## src/rtl/mbox_pkg.sv

```systemverilog
// Shared constants for the host mailbox register interface.
// Assumes four interrupt sources in a fixed bit order that software decodes.
package mbox_pkg;
    localparam int NUM_SRC  = 4;
    localparam int BYTE_W   = 8;
    localparam int BUS_W    = 32;
    localparam int BYTE_LSB = 8;   // byte lane inside the data word

    // Source bit positions, shared by status, request and mask fields.
    localparam int SRC_TXE  = 0;
    localparam int SRC_TXNF = 1;
    localparam int SRC_RXNE = 2;
    localparam int SRC_OVF  = 3;

    // Word indices in the register window.
    localparam logic [2:0] W_INTCTL = 3'd0;
    localparam logic [2:0] W_DATA   = 3'd1;
    localparam logic [2:0] W_STATUS = 3'd2;

    // Conditions right after reset: transmit empty and not full.
    localparam logic [NUM_SRC-1:0] COND_AT_RESET = 4'b0011;
endpackage

```

## src/rtl/mbox_fifo.sv

```systemverilog
// Synchronous FIFO with occupancy count.
// Assumes push is ignored when full and pop is ignored when empty; head data
// is shown combinationally. Any DEPTH of at least 2 is supported.
module mbox_fifo #(
    parameter int DATA_W = 8,
    parameter int DEPTH  = 8
) (
    input  logic              clk,
    input  logic              rst_n,
    input  logic              push,
    input  logic [DATA_W-1:0] push_data,
    input  logic              pop,
    output logic [DATA_W-1:0] head,
    output logic              empty,
    output logic              full
);
    localparam int PTR_W = (DEPTH > 1) ? $clog2(DEPTH) : 1;
    localparam int CNT_W = $clog2(DEPTH + 1);
    localparam logic [PTR_W-1:0] LAST = PTR_W'(DEPTH - 1);

    logic [DATA_W-1:0] store [DEPTH];
    logic [PTR_W-1:0]  wr_ptr, rd_ptr;
    logic [CNT_W-1:0]  count;
    logic              do_push, do_pop;

    assign empty   = (count == '0);
    assign full    = (count == CNT_W'(DEPTH));
    assign do_push = push && !full;
    assign do_pop  = pop && !empty;
    assign head    = store[rd_ptr];

    // Storage write; no reset needed on the data array.
    always_ff @(posedge clk) begin
        if (do_push) store[wr_ptr] <= push_data;
    end

    // Pointer and count bookkeeping.
    always_ff @(posedge clk) begin
        if (!rst_n) begin
            wr_ptr <= '0;
            rd_ptr <= '0;
            count  <= '0;
        end else begin
            if (do_push) wr_ptr <= (wr_ptr == LAST) ? '0 : wr_ptr + 1'b1;
            if (do_pop)  rd_ptr <= (rd_ptr == LAST) ? '0 : rd_ptr + 1'b1;
            case ({do_push, do_pop})
                2'b10:   count <= count + 1'b1;
                2'b01:   count <= count - 1'b1;
                default: count <= count;
            endcase
        end
    end

    // occupancy never exceeds the depth.
    p_no_overflow_r3: assert property (@(posedge clk) disable iff (!rst_n)
        count <= CNT_W'(DEPTH));

    // a push into a full FIFO without a pop leaves it full.
    p_full_push_held_r3: assert property (@(posedge clk) disable iff (!rst_n)
        (full && push && !pop) |=> full);
endmodule

```

## src/rtl/mbox_irq.sv

```systemverilog
// Interrupt request latches, masks and the interrupt output.
// Assumes cond is registered upstream; a request latches on the cycle after
// its condition rises, and a rise wins over a clear in the same cycle.
module mbox_irq
    import mbox_pkg::*;
#(
    parameter logic [NUM_SRC-1:0] RESET_COND = COND_AT_RESET
) (
    input  logic               clk,
    input  logic               rst_n,
    input  logic [NUM_SRC-1:0] cond,
    input  logic [NUM_SRC-1:0] clr,
    input  logic               mask_we,
    input  logic [NUM_SRC-1:0] mask_in,
    output logic [NUM_SRC-1:0] req_o,
    output logic [NUM_SRC-1:0] mask_o,
    output logic               irq_o
);
    logic [NUM_SRC-1:0] prev_cond;
    logic [NUM_SRC-1:0] rise;

    assign rise  = cond & ~prev_cond;
    assign irq_o = |(req_o & mask_o);

    // Edge history, requests and masks.
    always_ff @(posedge clk) begin
        if (!rst_n) begin
            prev_cond <= RESET_COND;
            req_o     <= '0;
            mask_o    <= '0;
        end else begin
            prev_cond <= cond;
            req_o     <= (req_o & ~clr) | rise;
            if (mask_we) mask_o <= mask_in;
        end
    end

    // a rising condition shows up as a set request one cycle later.
    p_latch_on_rise_r7: assert property (@(posedge clk) disable iff (!rst_n)
        (rise != '0) |=> ((req_o & $past(rise)) == $past(rise)));

    // a clear without a simultaneous rise leaves the request at zero.
    p_clear_wins_r8: assert property (@(posedge clk) disable iff (!rst_n)
        ((clr & ~rise) != '0) |=> ((req_o & $past(clr & ~rise)) == '0));

    // with every mask at zero the output stays low.
    p_masked_quiet_r9: assert property (@(posedge clk) disable iff (!rst_n)
        (mask_o == '0) |-> !irq_o);
endmodule

```

## src/rtl/mbox_regif.sv

```systemverilog
// Host mailbox register interface: decodes the 32-byte register window,
// feeds the transmit FIFO from data writes, drains the receive FIFO on data
// reads, tracks the sticky overflow flag and hands conditions to the
// interrupt logic. Assumes one-cycle bus strobes and a receive link that
// never stalls (a byte offered while full is lost).
module mbox_regif
    import mbox_pkg::*;
#(
    parameter int TX_DEPTH = 8,
    parameter int RX_DEPTH = 8,
    parameter int ADDR_W   = 5
) (
    input  logic              clk,
    input  logic              rst_n,
    input  logic [ADDR_W-1:0] bus_addr,
    input  logic              bus_wr,
    input  logic              bus_rd,
    input  logic [BUS_W-1:0]  bus_wdata,
    output logic [BUS_W-1:0]  bus_rdata,
    output logic              irq,
    output logic              tx_valid,
    output logic [BYTE_W-1:0] tx_data,
    input  logic              tx_ready,
    input  logic              rx_valid,
    input  logic [BYTE_W-1:0] rx_data
);
    logic [2:0]          word_idx;
    logic                wr_int, wr_data, wr_stat, rd_data;
    logic                tx_empty, tx_full, rx_empty, rx_full;
    logic [BYTE_W-1:0]   rx_head;
    logic                ovf_flag;
    logic [NUM_SRC-1:0]  cond, clr, req, mask;
    logic                unused_bus;

    assign word_idx = bus_addr[4:2];
    assign wr_int   = bus_wr && (word_idx == W_INTCTL);
    assign wr_data  = bus_wr && (word_idx == W_DATA);
    assign wr_stat  = bus_wr && (word_idx == W_STATUS);
    assign rd_data  = bus_rd && (word_idx == W_DATA);
    assign unused_bus = ^{bus_addr[1:0], bus_wdata[BUS_W-1:16]};

    mbox_fifo #(.DATA_W(BYTE_W), .DEPTH(TX_DEPTH)) u_tx_fifo (
        .clk       (clk),
        .rst_n     (rst_n),
        .push      (wr_data),
        .push_data (bus_wdata[BYTE_LSB +: BYTE_W]),
        .pop       (tx_ready),
        .head      (tx_data),
        .empty     (tx_empty),
        .full      (tx_full)
    );
    assign tx_valid = !tx_empty;

    mbox_fifo #(.DATA_W(BYTE_W), .DEPTH(RX_DEPTH)) u_rx_fifo (
        .clk       (clk),
        .rst_n     (rst_n),
        .push      (rx_valid),
        .push_data (rx_data),
        .pop       (rd_data),
        .head      (rx_head),
        .empty     (rx_empty),
        .full      (rx_full)
    );

    // Sticky overflow: set by a byte lost to a full receive FIFO, cleared by
    // a status write of 1; a new loss in the same cycle keeps it set.
    always_ff @(posedge clk) begin
        if (!rst_n)
            ovf_flag <= 1'b0;
        else if (rx_valid && rx_full)
            ovf_flag <= 1'b1;
        else if (wr_stat && bus_wdata[SRC_OVF])
            ovf_flag <= 1'b0;
    end

    assign cond[SRC_TXE]  = tx_empty;
    assign cond[SRC_TXNF] = !tx_full;
    assign cond[SRC_RXNE] = !rx_empty;
    assign cond[SRC_OVF]  = ovf_flag;

    // Request clears come from write-one bits of either control register.
    always_comb begin
        clr = '0;
        if (wr_int)  clr = clr | bus_wdata[NUM_SRC-1:0];
        if (wr_stat) clr = clr | bus_wdata[NUM_SRC-1:0];
    end

    mbox_irq u_irq (
        .clk     (clk),
        .rst_n   (rst_n),
        .cond    (cond),
        .clr     (clr),
        .mask_we (wr_int),
        .mask_in (bus_wdata[2*NUM_SRC-1:NUM_SRC]),
        .req_o   (req),
        .mask_o  (mask),
        .irq_o   (irq)
    );

    // Read multiplexer; reserved words and idle cycles return zero.
    always_comb begin
        bus_rdata = '0;
        if (bus_rd) begin
            case (word_idx)
                W_INTCTL: bus_rdata[2*NUM_SRC-1:0] = {mask, req};
                W_DATA:   if (!rx_empty) bus_rdata[BYTE_LSB +: BYTE_W] = rx_head;
                W_STATUS: bus_rdata[NUM_SRC-1:0] = cond;
                default:  bus_rdata = '0;
            endcase
        end
    end

    // the overflow flag holds until a status write clears it.
    p_ovf_sticky_r6: assert property (@(posedge clk) disable iff (!rst_n)
        (ovf_flag && !(wr_stat && bus_wdata[SRC_OVF])) |=> ovf_flag);

    // an offered transmit byte stays put until it is taken.
    p_tx_hold_r2: assert property (@(posedge clk) disable iff (!rst_n)
        (tx_valid && !tx_ready) |=> (tx_valid && $stable(tx_data)));

    // a data read with nothing received returns zero.
    p_empty_read_zero_r4: assert property (@(posedge clk) disable iff (!rst_n)
        (rd_data && rx_empty) |-> (bus_rdata == '0));

    // the status word never carries bits above the four conditions.
    p_status_upper_zero_r5: assert property (@(posedge clk) disable iff (!rst_n)
        (bus_rd && word_idx == W_STATUS) |-> (bus_rdata[BUS_W-1:NUM_SRC] == '0));
endmodule

```

## config.mk

```make
export PLATFORM = sky130hd
export DESIGN_NAME = mbox_regif
export DESIGN_NICKNAME = d
export VERILOG_FILES = /design/src/rtl/mbox_pkg.sv /design/src/rtl/mbox_fifo.sv /design/src/rtl/mbox_irq.sv /design/src/rtl/mbox_regif.sv
export SDC_FILE = /design/constraint.sdc
export NUM_CORES = 1
export LEC_CHECK = 0
export ABC_CLOCK_PERIOD_IN_PS = 2900
export BUFFER_PORTS_ARGS = -buffer_cell sky130_fd_sc_hd__buf_2
export CAP_MARGIN = 20
export CELL_PAD_IN_SITES_DETAIL_PLACEMENT = 0
export CELL_PAD_IN_SITES_GLOBAL_PLACEMENT = 1
export CORE_MARGIN = 4
export CORE_UTILIZATION = 48
export CTS_CLUSTER_DIAMETER = 150
export DETAILED_ROUTE_END_ITERATION = 7
export GPL_TIMING_DRIVEN = 0
export PLACE_DENSITY = 0.87
export SLEW_MARGIN = 10
export SYNTH_ARGS = -nofsm -noshare
export SYNTH_HDL_FRONTEND = slang
export SYNTH_SLANG_ARGS = --single-unit
```

## constraint.sdc

```tcl
create_clock -name clk -period 2.9 [get_ports clk]
set_input_delay 0.29 -clock clk [delete_from_list [all_inputs] [get_ports clk]]
set_output_delay 0.29 -clock clk [all_outputs]
set_load 0.05 [all_outputs]
```

==> metrics <==
Pwr per Cell Area approximately 670 nW/um^2; Yosys reg bits 167; synth cell count leaders 128 x edfxtp_1, 39 x dfxtp_1, 32 x mux4_2; residual DRC count 0; CTS clk-pin slew, worst paths 0.07 ns; via count roughly 3800; static leakage about 0.003 uW; initial core utilization 0.496; non-filler cells, final between 700 and 800; Clock Skews 0.00765 ns; fmax ~360 MHz; leading post-synthesis cells by cell area edfxtp_1 55%, dfxtp_1 11%, mux4_2 10%; routability congestion estimate between 0.7 and 0.8; Arr. time, crit path 3.10 ns; outcome finished clean; Mean Syn Cell Area between 15 and 20 um^2; Core ar. roughly 14000 um^2; Synth Instances between 400 and 500; EDFF count, synth around 130; Site Rows 43; htree depth 4; Antenna Nets Post-Route 0; Placed Cells incl. Taps 697; CP Cell Sequence nor4_4 > or3_1 > buf_2 > clkbuf_8 > inv_1 > ha_1 > xor2_1 > ha_1 > a21oi_1 > xor2_1 > or3_1 > a21boi_0; Worst Setup Start Kind register; per-cell routed wire length 16.8 um; CP Capture Type register; FFs w/ async S/R, synth 0; CTS tree yes; CTS Buffer Depth 2; first-pass GRT wire length slightly above 20 mm; critical path required time 3.25 ns; Placed Area roughly 7600 um^2; Layout Nets 600; post-synth cell types between 40 and 50; vias in the first global route approximately 3900; GRT Overall Usage 0.161; HPWL after DPL between 8 and 9 mm; Final WS setup approximately 0.14 ns; PortBufs between 50 and 60; Root Driver clkbuf_16; final instance area a little over 8000 um^2; Yosys top cell by area edfxtp_1; Final Hold Vio Count 0; post-synthesis cell area between 6000 and 7000 um^2; DR vias/cell ~5.2; max incr delay on CP roughly 0.38 ns; Worst-Margin Slew around 0.92 ns; Worst Path Class, Setup reg2reg; share of layout cells above drive strength 1 0.322; P&R area growth vs syn 18.1%; Final min period 2.76 ns; clk sinks ~170; period utilization 0.951; CTS Buf Count 17; # Max-Cap Violations 0; RSZ-0062 raised after global routing yes; register area share after synthesis 0.661; Max Slew Vio Count 0; share of the synthesized area in the top cell type 0.549; slew margin rel. 0.385; die width between 100 and 150 um; pre-CTS WS ~0.11 ns; # diodes 0; routed wire length around 12 mm; initial antenna violation count 0; Crit-path slowest cell dfxtp_1; largest net degree at the start of global routing 17; clk_lat worst skew between 0.4 and 0.5 ns; DRT iter0 DRCs between 200 and 300; Final Setup Violations 0; IO Pins 93; worst min-delay path category in2reg; chip height roughly 130 um; peak supply drop between 300 and 400 uV; top-count cell post-synth edfxtp_1; Die Area around 17000 um^2; worst-path fanout max 10; Synth Warn # 0; global route overflow 0; ys flop type edfxtp_1; drt pass-1 iters 4
==> critical path, delay by kind of cell (launching register included) <==
kind | cells | cell delay (ns)
DFF | 1 | 0.38
adders and majority gates | 2 | 0.47
AOI/OAI and AO/OA | 2 | 0.31
buffers and inverters | 3 | 0.41
and+or+nand+nor | 3 | 0.86
xor gates and xnor gates | 2 | 0.26
==> cell usage in the layout, fill, tap and decap left out, types with 17 or more instances in the layout <==
cell type and instances:
buf_2 67, buf_4 21, clkbuf_16 17, dfxtp_1 39, edfxtp_1 128, mux2i_1 21, mux4_2 32, nand2_1 25
nor2_1 23, nor2b_1 17
==> power breakdown <==
group	leakage, uW	switching, uW	internal (uW)
Clock	0.000298	910	1450
Combinational	0.00121	316	208
Sequential	0.00147	32.5	2620
Total	0.00298	1260	4280
==> path summary, 6_finish.rpt <==
check | start | endpoint | slack, ns | cells after the start
min reg2reg | u_tx_fifo.rd_ptr[1] | u_tx_fifo.rd_ptr[1] | 0.48 | 2
min | bus_wdata[9] | u_tx_fifo.store[3][1] | 0.14 | 1
max | u_rx_fifo.count[2] | u_rx_fifo.count[2] | 0.14 | 12
max reg2reg | u_rx_fifo.count[2] | u_rx_fifo.count[2] | 0.14 | 12
==> flip-flops by register name, summed over array words and instances, names as in the netlist, 4 cells and up, named ones only <==
signal,count
u_irq.mask_o,4
u_tx_fifo.count,4
u_rx_fifo.count,4
u_tx_fifo.store,64
u_rx_fifo.store,64
u_irq.req_o,4
u_irq.prev_cond,4
==> repair_timing <==
action	CTS	global route
hold buffers	0	0
resized for setup	0	3
setup endpoints to repair	0	11
buffers inserted	0	0
==> metal layers <==
| layer | global-route usage | vias up | share of wire |
|---|---|---|---|
| li1 | - | 1830 | - |
| met1 | 0.219 | 1856 | 0.44 |
| met4 | 0.0630 | 0 | 0.013 |
| met3 | 0.0477 | 13 | 0.060 |
| met2 | 0.245 | 114 | 0.49 |
| met5 | 0 | - | 0 |
==> per-stage QoR <==
| stage | TNS, ns | hold WS (ns) | util | power, uW |
|---|---|---|---|---|
| 2_1_floorplan | 0 | 0.389 | - | 3100 |
| 3_3_place_gp | -0.830 | 0.460 | 0.536 | 3210 |
| 3_5_place_dp | 0 | 0.476 | 0.541 | 3230 |
| 4_1_cts | 0 | 0.114 | 0.586 | 5570 |
| 5_1_grt | -0.0773 | 0.119 | 0.586 | 5760 |
| 6_report | 0 | 0.137 | 0.586 | 5540 |
==> area by class of cell <==
cell class | count | area, um^2
fill | 1055 | 5830
buffer | 36 | 245
clock inverter | 13 | 193
timing repair buffer | 63 | 323
tap | 180 | 225
sequential | 167 | 4620
multi-input combinational | 246 | 2210
clock buffer | 18 | 429
inverter | 4 | 15.0
==> logic make-up (layout without fill, tap and decap cells) <==
logic type                 Yosys count  in the layout  share of synthesized area
DFF                                167            167                      0.661
and+or+nand+nor                    118            118                     0.0932
muxes                               61             61                      0.146
buffers and inverters               41            134                     0.0376
AOI/OAI and AO/OA                   31             31                     0.0292
adders and majority gates           14             14                     0.0250
xor gates and xnor gates             6              6                    0.00751
other                                1             16                   0.000536
Power figures use the tool's default switching activity.
